### src/rtl/hb_cond_pkg.sv
package hb_cond_pkg;

  typedef enum logic [1:0] {
    VAR_IGBT   = 2'd0,
    VAR_MOSFET = 2'd1,
    VAR_BYPASS = 2'd2
  } drv_variant_e;

  localparam int SYNC_STAGES = 2;

  // Filtered events handed from the input path to the gate control
  typedef struct packed {
    logic hiLvl;   // deglitched high command
    logic loLvl;   // deglitched low command
    logic hiRise;  // one-cycle strobe on a rise of hiLvl
    logic uvLo;    // deglitched low-side undervoltage
    logic uvHi;    // deglitched high-side undervoltage
  } cmd_evt_t;

  function automatic int filtNs(drv_variant_e v);
    return (v == VAR_MOSFET) ? 75 : 200;
  endfunction

  function automatic int deadNs(drv_variant_e v);
    case (v)
      VAR_IGBT:   return 380;
      VAR_MOSFET: return 75;
      default:    return 0;
    endcase
  endfunction

  function automatic int nsToCyc(int ns, int periodPs);
    return (ns * 1000 + periodPs - 1) / periodPs;
  endfunction

endpackage

### src/rtl/hb_deglitch.sv
module hb_deglitch #(
  parameter int CYC  = 25,
  parameter int SYNC = 2
) (
  input  logic clk,
  input  logic rstN,
  input  logic rawIn,
  output logic lvlOut
);
  localparam int CW = (CYC < 2) ? 1 : $clog2(CYC + 1);

  logic [SYNC-1:0] syncQ;
  logic            synced;
  logic [CW-1:0]   cnt;
  logic            lvlQ;

  assign synced = syncQ[SYNC-1];
  assign lvlOut = lvlQ;

  always_ff @(posedge clk or negedge rstN) begin
    if (!rstN) syncQ <= '0;
    else       syncQ <= {syncQ[SYNC-2:0], rawIn};
  end

  // output flips on the CYC-th consecutive cycle of disagreement
  always_ff @(posedge clk or negedge rstN) begin
    if (!rstN) begin
      cnt  <= '0;
      lvlQ <= 1'b0;
    end else if (synced != lvlQ) begin
      if (cnt == CW'(CYC - 1)) begin
        lvlQ <= synced;
        cnt  <= '0;
      end else begin
        cnt <= cnt + 1'b1;
      end
    end else begin
      cnt <= '0;
    end
  end
endmodule

### src/rtl/hb_cmd_path.sv
module hb_cmd_path
  import hb_cond_pkg::*;
#(
  parameter int FILT_CYC = 25,
  parameter int UV_CYC   = 225
) (
  input  logic     clk,
  input  logic     rstN,
  input  logic     hiIn,
  input  logic     loIn,
  input  logic     uvLoIn,
  input  logic     uvHiIn,
  output cmd_evt_t evt
);
  localparam int N_CH = 4;

  logic [N_CH-1:0] rawVec;
  logic [N_CH-1:0] lvlVec;
  logic            hiPrev;

  // channel order: 0 high cmd, 1 low cmd, 2 low-side uv, 3 high-side uv
  assign rawVec = {uvHiIn, uvLoIn, loIn, hiIn};

  for (genvar g = 0; g < N_CH; g++) begin : gCh
    localparam int C = (g < 2) ? FILT_CYC : UV_CYC;
    hb_deglitch #(.CYC(C), .SYNC(SYNC_STAGES)) uFilt (
      .clk   (clk),
      .rstN  (rstN),
      .rawIn (rawVec[g]),
      .lvlOut(lvlVec[g])
    );
  end

  always_ff @(posedge clk or negedge rstN) begin
    if (!rstN) hiPrev <= 1'b0;
    else       hiPrev <= lvlVec[0];
  end

  always_comb begin
    evt.hiLvl  = lvlVec[0];
    evt.loLvl  = lvlVec[1];
    evt.hiRise = lvlVec[0] & ~hiPrev;
    evt.uvLo   = lvlVec[2];
    evt.uvHi   = lvlVec[3];
  end
endmodule

### src/rtl/hb_gate_ctrl.sv
module hb_gate_ctrl
  import hb_cond_pkg::*;
#(
  parameter int DEAD_CYC = 48,
  parameter bit BYPASS   = 1'b0
) (
  input  logic     clk,
  input  logic     rstN,
  input  cmd_evt_t evt,
  output logic     hiOut,
  output logic     loOut
);
  logic armed, armedNow;
  logic hiReq, loReq;
  logic hiNext, loNext;
  logic hiQ, loQ;

  assign hiOut = hiQ;
  assign loOut = loQ;

  // high side needs a rising edge seen outside high-side lockout
  assign armedNow = armed | (evt.hiRise & ~evt.uvHi);

  always_ff @(posedge clk or negedge rstN) begin
    if (!rstN)          armed <= 1'b0;
    else if (evt.uvHi)  armed <= 1'b0;
    else if (evt.hiRise) armed <= 1'b1;
  end

  assign hiReq = evt.hiLvl & armedNow & ~evt.uvHi & ~evt.uvLo;
  assign loReq = evt.loLvl & ~evt.uvLo;

  if (BYPASS) begin : gBypass
    assign hiNext = hiReq;
    assign loNext = loReq;
  end else begin : gGuard
    localparam int CNT_W = (DEAD_CYC < 2) ? 1 : $clog2(DEAD_CYC + 1);
    logic [CNT_W-1:0] offCnt;
    logic             ready, overlap;

    assign overlap = evt.hiLvl & evt.loLvl;
    assign ready   = (offCnt >= CNT_W'(DEAD_CYC - 1));

    // cycles both outputs have already spent low
    always_ff @(posedge clk or negedge rstN) begin
      if (!rstN)                    offCnt <= '0;
      else if (hiQ | loQ)           offCnt <= '0;
      else if (!ready)              offCnt <= offCnt + 1'b1;
    end

    assign hiNext = hiReq & ~overlap & (hiQ | (~loQ & ready));
    assign loNext = loReq & ~overlap & (loQ | (~hiQ & ready));
  end

  always_ff @(posedge clk or negedge rstN) begin
    if (!rstN) begin
      hiQ <= 1'b0;
      loQ <= 1'b0;
    end else begin
      hiQ <= hiNext;
      loQ <= loNext;
    end
  end
endmodule

### src/rtl/hb_gate_conditioner.sv
module hb_gate_conditioner
  import hb_cond_pkg::*;
#(
  parameter drv_variant_e VARIANT       = VAR_IGBT,
  parameter int           CLK_PERIOD_PS = 8000,
  parameter int           UV_FILT_NS    = 1800
) (
  input  logic clk,
  input  logic rstN,
  input  logic hiCmdIn,
  input  logic loCmdIn,
  input  logic uvLoIn,
  input  logic uvHiIn,
  output logic hiGateOut,
  output logic loGateOut
);
  localparam int FILT_RAW  = nsToCyc(filtNs(VARIANT), CLK_PERIOD_PS);
  localparam int FILT_CYC  = (FILT_RAW < 1) ? 1 : FILT_RAW;
  localparam int UV_RAW    = nsToCyc(UV_FILT_NS, CLK_PERIOD_PS);
  localparam int UV_CYC    = (UV_RAW < 1) ? 1 : UV_RAW;
  localparam bit BYPASS_EN = (VARIANT == VAR_BYPASS);
  localparam int DEAD_RAW  = nsToCyc(deadNs(VARIANT), CLK_PERIOD_PS);
  localparam int DEAD_CYC  = BYPASS_EN ? 0 : ((DEAD_RAW < 1) ? 1 : DEAD_RAW);

  cmd_evt_t evt;

  hb_cmd_path #(.FILT_CYC(FILT_CYC), .UV_CYC(UV_CYC)) uPath (
    .clk   (clk),
    .rstN  (rstN),
    .hiIn  (hiCmdIn),
    .loIn  (loCmdIn),
    .uvLoIn(uvLoIn),
    .uvHiIn(uvHiIn),
    .evt   (evt)
  );

  hb_gate_ctrl #(.DEAD_CYC(DEAD_CYC), .BYPASS(BYPASS_EN)) uCtrl (
    .clk  (clk),
    .rstN (rstN),
    .evt  (evt),
    .hiOut(hiGateOut),
    .loOut(loGateOut)
  );
endmodule

### config.mk
export PLATFORM = sky130hd
export DESIGN_NAME = hb_gate_conditioner
export DESIGN_NICKNAME = d
export VERILOG_FILES = /design/src/rtl/hb_cond_pkg.sv /design/src/rtl/hb_deglitch.sv /design/src/rtl/hb_cmd_path.sv /design/src/rtl/hb_gate_ctrl.sv /design/src/rtl/hb_gate_conditioner.sv
export SDC_FILE = /design/constraint.sdc
export NUM_CORES = 1
export LEC_CHECK = 0
export ABC_AREA = 1
export BUFFER_PORTS_ARGS = -buffer_cell sky130_fd_sc_hd__buf_2
export CORE_MARGIN = 3
export CORE_UTILIZATION = 25
export DETAILED_ROUTE_END_ITERATION = 8
export PLACE_DENSITY_LB_ADDON = 0.25
export SLEW_MARGIN = 15
export SYNTH_ARGS = -nofsm -noshare
export SYNTH_HDL_FRONTEND = slang
export SYNTH_SLANG_ARGS = --single-unit
export TNS_END_PERCENT = 20
### constraint.sdc
create_clock -name clk -period 2.2 [get_ports clk]
set_clock_uncertainty 0.2 [all_clocks]
set_input_delay 0.44 -clock clk [delete_from_list [all_inputs] [get_ports clk]]
set_output_delay 0.44 -clock clk [all_outputs]
set_load 0.01 [all_outputs]
* Word-level counts from Yosys, hierarchy flattened
Index checks and enable logic that the tools add are counted.
Storage, ports and cells: register bits 48, output and inout port bits 2, logic and storage cells 72
Cells by class: $add $sub $neg 5, order comparisons 1, eq/ne operators 9, muxes and demuxes 12, bitwise gates (word level) 23, reductions and logical operators 5
Operators by type and width (count):
- 8-bit two-way mux | 4
- 5-bit two-way mux | 4
- 8-bit by 1-bit adder with 8-bit output, second input constant | 2
- 8-bit equality test, second input constant | 2
- 1-bit AND | 13
- 6-bit two-way mux | 2
- 5-bit by 1-bit adder with 5-bit output, second input constant | 2
- 5-bit equality test, second input constant | 2
- 2-bit AND reduction | 4
- 6-bit by 1-bit adder with 6-bit output, second input constant | 1
- 6-bit >= comparator, second input constant | 1
- 1-bit inverter | 6
- 1-bit != test | 4
- 1-bit bitwise OR | 4
- 1-bit two-way mux | 2
- 2-bit != test, second input constant | 1
- 2-bit nonzero test | 1

* Logic depth before layout (Yosys ltp)
Gate-level depths: netlist of run 1.
word-level depth 9, depth in mapped cells 7, gate-level depth less buffers 7

* Hierarchy
From an unflattened synthesis of run 1, not the netlist that was laid out.
Second synthesis, totals: cell total of the unflattened synthesis 263, area, all modules 2327.2 µm²
By module, submodules not included:
- hb_deglitch at uPath.gCh[2].uFilt ... | instances 2, cells an instance 61, area each 535.5 µm², sequential area each 275.3 µm²
- hb_deglitch at uPath.gCh[0].uFilt ... | instances 2, cells an instance 41, area each 376.6 µm², sequential area each 200.2 µm²
- hb_gate_ctrl | instances 1, cells an instance 56, area each 467.9 µm², sequential area each 225.2 µm²
- hb_cmd_path | instances 1, cells an instance 3, area each 35.0 µm², sequential area each 25.0 µm²

* Least setup slack after synthesis of run 1
Ideal clock, no wire load.
kind register to register, from register uPath.gCh[3].uFilt.cnt[0], to register uPath.gCh[3].uFilt.cnt[5], setup time 0.120 ns, arrival 1.014 ns, data required time 1.880 ns, slack 0.866 ns, cell stages (with the launch flop) 8, buffers on the path 0, period minus slack after synthesis 1.334 ns, cells stage by stage dfrtp_1 -> inv_1 -> ha_1 -> nand2_1 -> nor2_1 -> nand3_1 -> nand2_1 -> nor2_1
Between the ends: longest elaborated chain between the ends 3, elaborated cells between the ends (all ways) 4, classes of those cells add/sub: 1; eq/ne: 1; mux: 2
RTL lines:
- start: declaration | RTL line hb_deglitch.sv:14 | logic [CW-1:0] cnt;
- start signal: assignment | RTL line hb_deglitch.sv:35 | cnt <= cnt + 1'b1;
- 8-bit by 1-bit adder with 8-bit output / 8-bit equality test (equally long branches) | RTL line hb_deglitch.sv:35, hb_deglitch.sv:31
- 8-bit two-way mux (*) | RTL line hb_deglitch.sv:31 | if (cnt == CW'(CYC - 1)) begin
- 8-bit two-way mux (*) | RTL line hb_deglitch.sv:30 | end else if (synced != lvlQ) begin
Mark *: on every way between the ends. The rest lies on a longest branch, timed or not. A chain may end at the register's enable or synchronous reset.

* Final worst setup path of run 1
from register uCtrl.hiQ (netlist: uCtrl.hiOut), to output hiGateOut
RTL lines:
- start: declaration | RTL line hb_gate_ctrl.sv:16 | logic hiQ, loQ;
- start signal: assignment | RTL line hb_gate_ctrl.sv:60 | hiQ <= hiNext;
- end: declaration | RTL line hb_gate_conditioner.sv:14 | output logic hiGateOut,
No word-level cell between the ends.

==> flow_metrics.tcl, run 1 <==
set metrics [dict create \
    r2r_slack_ns 0.72 \
    grt_pass1_wl_um 6240 \
    place_ws_ns 0.750 \
    worst_pin_slew_ns 0.292 \
    ctsHtreeMaxLevel 2 \
    diodes 0 \
    hold_viol 0 \
    status "finished clean" \
    maxCapViolCount 0 \
    synth_seq_cells 48 \
    peakVddDrop_uv 218 \
    finalMaxSlewViolations 0 \
    synthDominantCellAreaShare_pct 55.2 \
    dp_hpwl_um 2420 \
    cp_top_family "flip-flops" \
    fin_util_pct 29.6 \
    async_reset_ff_share_pct 100 \
    min-delay-start "uvHiIn" \
    place_inst 343 \
    post_cts_buffers 0 \
    syn_area_per_cell_um2 9.46 \
    routabilityCongestion 0.754 \
    num_rows 33 \
    placedInstanceArea_um2 2360 \
    cts-root-buf "clkbuf_8" \
    cpPeakStageDelay_ns 0.42 \
    antenna_left 0 \
    max-slew-margin-rel_pct 80.5 \
    grt-ovfl-total 0 \
    track_usage_pct 7.70 \
    clk-insertion-delay-late_ns 0.31 \
    cts_buffers 5 \
    crit_arrival_ns 0.88 \
    slowest_stage "dfrtp_1" \
    critPathBufInv 1 \
    rr_worst_depth 7 \
    clockBufferDepth 2 \
    cts_tree "done" \
    crit_fanout 3 \
    netlist_area_um2 2180 \
    crit_chain "buf_2" \
    critPathKind "reg -> out" \
    layout.cell_area.non_filler_um2 2460 \
    setup_viol_count_final 0 \
    cts_resized 0 \
    worst_slack_ns 0.678 \
    die_x_um 99.3 \
    fin_cells 352 \
    rsz0062_at_grt "false" \
    yosys.area.top_type "dfrtp_1" \
    p_per_area_nw_per_um2 628 \
    die_area_um2 9860 \
    hp-class "in -> reg" \
    tns_ns 0 \
    layout.nets 261 \
    syn_nets 245 \
    p_leak_nw 1.18 \
    start_kind "flip-flop" \
    drt_iter0_markers 68 \
    grt_max_degree 49 \
    drive_gt1_share_pct 11.7 \
    power_mw 1.55 \
    clk_pin_slew_worst_paths_ns 0.10 \
    ys_types 27 \
    core_region_area_um2 8340 \
    pin_count 8 \
    wl_per_cell_um 9.64 \
    drt_first_pass_iters 4 \
    grt_pass1_vias 1447 \
    synth.area.top_cells "dfrtp_1 55%, nor2_1 7.2%, nand2_1 6.2%" \
    vias 1450 \
    fin_crit_sh_pct 69.2 \
    fp.dieH_um 99.3 \
    reg2reg_to "uPath.gCh[3].uFilt.cnt[5]" \
    fmax_mhz 657 \
    post-route-drc-count 0 \
    ys.flop_type "dfrtp_1" \
    reg2reg_from "uPath.gCh[3].uFilt.cnt[0]" \
    crit_required_ns 1.56 \
    port_buffers 7 \
    start_util_pct 26.1 \
    totalWireLength_um 3400 \
    whs_ns 0.0350 \
    synth_warnings 0 \
    fin_crit_ns 1.52 \
    area_growth_pct 13.3 \
    hold_buffers 1 \
    cp-startpoint "uCtrl.hiOut" \
    cp-end-kind "output pin" \
    seq_area_frac_synth_pct 55.2 \
    antenna_found_initial 0 \
    vias_per_cell 4.12 \
    hold_path_end "uPath.gCh[3].uFilt.syncQ[0]" \
    clock-sinks 48 \
    synth-edff-count 0 \
    hold_path_depth 1 \
    syn_inst 230 \
]
## routing by layer
metal  vias to the layer above  global-route usage, %  share of wire, %
li1                        758                      -                 -
met5                         -                      0                 0
met2                        16                   12.0                45
met3                         6                   2.31               3.4
met4                         0                   3.47               2.0
met1                       670                   9.83                49
## synth_stat cells (2+ instances only)
cell	n
clkinv_1	2
nand3_1	21
nor2_1	42
and2_1	2
ha_1	9
nor3_1	4
o21ai_1	3
inv_1	21
nand4_1	4
dfrtp_1	48
nand2_1	36
a21oi_1	8
o21bai_1	2
xor2_1	8
xor2_2	2
xnor2_1	4
inv_2	3
a31oi_1	2
## flip-flops by register name, summed over array words and instances, names as in the netlist
| register | count |
|---|---|
| uPath.gCh.uFilt.cnt | 26 |
| uPath.gCh.uFilt.syncQ | 8 |
| uCtrl.gGuard.offCnt | 6 |
| uPath.gCh.uFilt.lvlOut | 4 |
| uCtrl.armed | 1 |
| uCtrl.hiOut | 1 |
| uCtrl.loOut | 1 |
| uPath.hiPrev | 1 |
## cell type report
| class | instances | area (µm²) |
|---|---|---|
| flip-flops and latches | 48 | 1200 |
| clock inverters | 3 | 23.8 |
| multi-input cells | 154 | 857 |
| inverters | 28 | 118 |
| repair buffers | 9 | 65.1 |
| well taps | 105 | 131 |
| clock buffers | 5 | 68.8 |
| fillers | 900 | 5880 |
## cells in the final DEF (no fill, tap or decap), types with 3 or more instances in the layout
cell,Yosys,routed
inv_1,21,21
nor2_1,42,42
inv_2,3,3
a21oi_1,8,8
xnor2_1,4,4
nand2_1,36,36
buf_2,0,7
xor2_1,8,8
nand3_1,21,21
nor3_1,4,4
clkbuf_8,0,5
dfrtp_1,48,48
o21ai_1,3,3
ha_1,9,9
nand4_1,4,4
## worst max path at each step
stage / cells after the start / slack (ns) / to
global route: 7 / 0.59 / uPath.gCh[3].uFilt.cnt[2]
detailed placement: 7 / 0.75 / uPath.gCh[3].uFilt.cnt[5]
finish: 1 / 0.68 / hiGateOut
floorplan: 7 / 0.87 / uPath.gCh[3].uFilt.cnt[5]
global placement: 7 / 0.74 / uPath.gCh[2].uFilt.cnt[0]
CTS: 1 / 0.65 / hiGateOut
## report_power, final
group          internal (mW)  leakage, nW  switching (mW)
logic                 0.0346        0.525          0.0487
registers              0.907        0.616          0.0241
clock network          0.225       0.0404           0.309
## kinds of logic after synthesis
| family | count (synthesis) | share of synthesized area, % |
|---|---|---|
| xor gates and xnor gates | 14 | 6.33 |
| DFF | 48 | 55.2 |
| adders and majority gates | 9 | 5.18 |
| AOI/OAI and AO/OA | 16 | 4.14 |
| buffers and inverters | 28 | 5.41 |
| and+or+nand+nor | 115 | 23.7 |
Power figures use the tool's default switching activity.
==> run 2, diff against run 1 <==
==> constraint.sdc (replaced) <==
create_clock -name clk -period 1.5 [get_ports clk]
set_clock_uncertainty 0.2 [all_clocks]
set_input_delay 0.3 -clock clk [delete_from_list [all_inputs] [get_ports clk]]
set_output_delay 0.3 -clock clk [all_outputs]
set_load 0.01 [all_outputs]
==> run 2 against run 1 <==
  * Die area stayed put
  * Sequential share of layout area down 2.3 points
  * Non-clock buffer count grew 7
  * Register-to-register slack got worse by 0.65 ns
  * Utilization up 1.5 points
  * Via count increased by 1.4%
  * Routed wire length is 3.4% higher
  * Final cell count increased by 1.7%
  * Critical endpoint is now uPath.gCh[3].uFilt.cnt[7]
  * Highest routed layer unchanged
==> flow_metrics.tcl, run 2 (same netlist as run 1, synthesis figures left out) <==
set metrics [dict create \
    status "finished clean" \
    whs_ns 0.157 \
    clock-sinks 48 \
    p_comb_share_pct 5.3 \
    dp_hpwl_um 2450 \
    clockBufferDepth 2 \
    hold_path_end "uPath.gCh[0].uFilt.syncQ[1]" \
    fp.dieH_um 99.3 \
    setup_viol_count_final 0 \
    port_buffers 7 \
    vias_per_cell 4.11 \
    cts_tree "done" \
    drt_first_pass_iters 4 \
    layout_commonest_cell "dfrtp_1" \
    critPathBufInv 1 \
    drt_iter0_markers 46 \
    crit_fanout 5 \
    pin_count 8 \
    hold_viol 0 \
    antenna_found_initial 0 \
    power_frac_seq_pct 53.0 \
    fin_util_pct 31.0 \
    start_kind "flip-flop" \
    grt_pass1_vias 1470 \
    tns_ns 0 \
    clk-insertion-delay-late_ns 0.29 \
    p_sw_share_pct 20.6 \
    peakVddDrop_uv 337 \
    use_met2_pct 11.9 \
    post-route-drc-count 0 \
    p_clk_share_pct 41.7 \
    cpPeakStageDelay_ns 0.43 \
    p_int_mw 2.05 \
    grt-ovfl-total 0 \
    crit_arrival_ns 1.42 \
    rr_worst_depth 7 \
    fin_cells 358 \
    top_register "uPath.gCh.uFilt.cnt" \
    clk_pin_slew_worst_paths_ns 0.09 \
    critPathKind "reg -> reg" \
    layout_common_cells "48 x dfrtp_1, 39 x nor2_1, 35 x nand2_1, 20 x inv_1, 19 x nand3_1" \
    cp-end-kind "flip-flop" \
    rsz0062_at_grt "true" \
    p_leak_nw 1.24 \
    maxCapViolCount 0 \
    power_switching_uw 531 \
    place_inst 346 \
    routabilityCongestion 0.747 \
    met1_usage_pct 10.7 \
    min-delay-start "uPath.gCh[0].uFilt.syncQ[0]" \
    slowest_stage "dfrtp_1" \
    hold_path_depth 0 \
    crit_required_ns 1.49 \
    max-slew-margin-rel_pct 79.7 \
    vias 1471 \
    crit_top_cell "nor2_1" \
    worst_pin_slew_ns 0.304 \
    fin_crit_ns 1.43 \
    grt_pass1_wl_um 6410 \
    cts_buffers 5 \
    ctsHtreeMaxLevel 2 \
    p_per_area_nw_per_um2 996 \
    drive_gt1_share_pct 15.0 \
    start_util_pct 26.1 \
    diodes 0 \
    fin_crit_sh_pct 95.3 \
    area_growth_pct 19.0 \
    num_rows 33 \
    reg2reg_to "uPath.gCh[3].uFilt.cnt[7]" \
    top_usage_layer "met2" \
    largest_register_ffs 26 \
    core_region_area_um2 8340 \
    cts-root-buf "clkbuf_8" \
    n_fill_cell 867 \
    antenna_left 0 \
    power_mw 2.58 \
    crit_chain "inv_2, ha_1, nand2_1, nor2_1, nand3_2, nand3_1, nor2_1" \
    reg_top3 "uPath.gCh.uFilt.cnt (26), uPath.gCh.uFilt.syncQ (8), uCtrl.gGuard.offCnt (6)" \
    track_usage_pct 7.97 \
    reg2reg_from "uPath.gCh[3].uFilt.cnt[0]" \
    grt_max_degree 49 \
    wl_per_cell_um 9.80 \
    die_x_um 99.3 \
    fmax_mhz 699 \
    grtUsageMet3_pct 2.31 \
    finalMaxSlewViolations 0 \
    crit_cells 7 \
    die_area_um2 9860 \
    layout.nets 268 \
    r2r_slack_ns 0.07 \
    cp_top_family "simple AND/OR/NAND/NOR gates" \
    hp-class "reg -> reg" \
    totalWireLength_um 3510 \
]
run 2: cell types whose count changed in the layout (fill, tap and decap cells not counted), sizes merged:
cell / delta
clkinv: -1
clkinvlp: -2
dlygate4sd3: +4
buf: +3
bufinv: +2
run 2: how the worst max path moves through the flow:
stage / from / to / slack [ns]
final: uPath.gCh[3].uFilt.cnt[0] / uPath.gCh[3].uFilt.cnt[7] / 0.07
after global routing: uPath.gCh[3].uFilt.cnt[0] / uPath.gCh[3].uFilt.cnt[7] / -0.04
after CTS: uPath.gCh[3].uFilt.cnt[0] / uPath.gCh[3].uFilt.cnt[5] / 0.02
after detailed placement: uPath.gCh[3].uFilt.cnt[0] / uPath.gCh[3].uFilt.cnt[5] / 0.05
after global placement: uPath.gCh[3].uFilt.cnt[0] / uPath.gCh[3].uFilt.cnt[5] / 0.08
after floorplan: uPath.gCh[3].uFilt.cnt[0] / uPath.gCh[3].uFilt.cnt[5] / 0.17
run 2: metal layers:
| layer | wire length (µm) | vias to the layer above | part of all wire (%) |
|---|---|---|---|
| li1 | - | 773 | - |
| met3 | 127 | 8 | 3.6 |
| met2 | 1490 | 20 | 42 |
| met4 | 70 | 0 | 2.0 |
| met5 | 0 | - | 0 |
| met1 | 1820 | 670 | 52 |
run 2: worst reg2reg max path, stage by stage, from the launching register on:
cell and delay (ns):
dfrtp_1 0.43, inv_2 0.07, ha_1 0.13, nand2_1 0.05
nor2_1 0.13, nand3_2 0.15, nand3_1 0.12, nor2_1 0.04
run 2: what timing repair did:
item                                    CTS  global route
hold endpoints to repair                 52             0
gates resized for setup                   0             8
setup buffers                             0             0
endpoints found under the setup margin    0            13
hold buffers                              5             0
run 2: layout make-up:
| type | instances | area [µm²] | area share, % |
|---|---|---|---|
| sequential | 48 | 1200 | 46.4 |
| multi-input combinational | 154 | 882 | 34.1 |
| tap | 105 | 131 | 5.07 |
| timing repair buffer | 16 | 128 | 4.93 |
| inverter | 28 | 118 | 4.54 |
| clock buffer | 5 | 68.8 | 2.66 |
| clock inverter | 2 | 60.1 | 2.32 |
run 2: power by group through the flow:
stage | logic (mW) | clock network, mW | registers (mW)
final | 0.138 | 1.07 | 1.37
after detailed placement | 0.131 | 0 | 1.39
after floorplan | 0.0722 | 0 | 1.38
after global placement | 0.130 | 0 | 1.39
after global routing | 0.162 | 1.17 | 1.37
after CTS | 0.141 | 1.13 | 1.37
run 2: metrics by stage:
step                      instance area [µm²]  worst slack, ns
after floorplan                          2180            0.166
after global placement                   2380           0.0805
after detailed placement                 2380           0.0483
after CTS                                2560           0.0207
after global routing                     2590          -0.0355
final                                    2590           0.0704
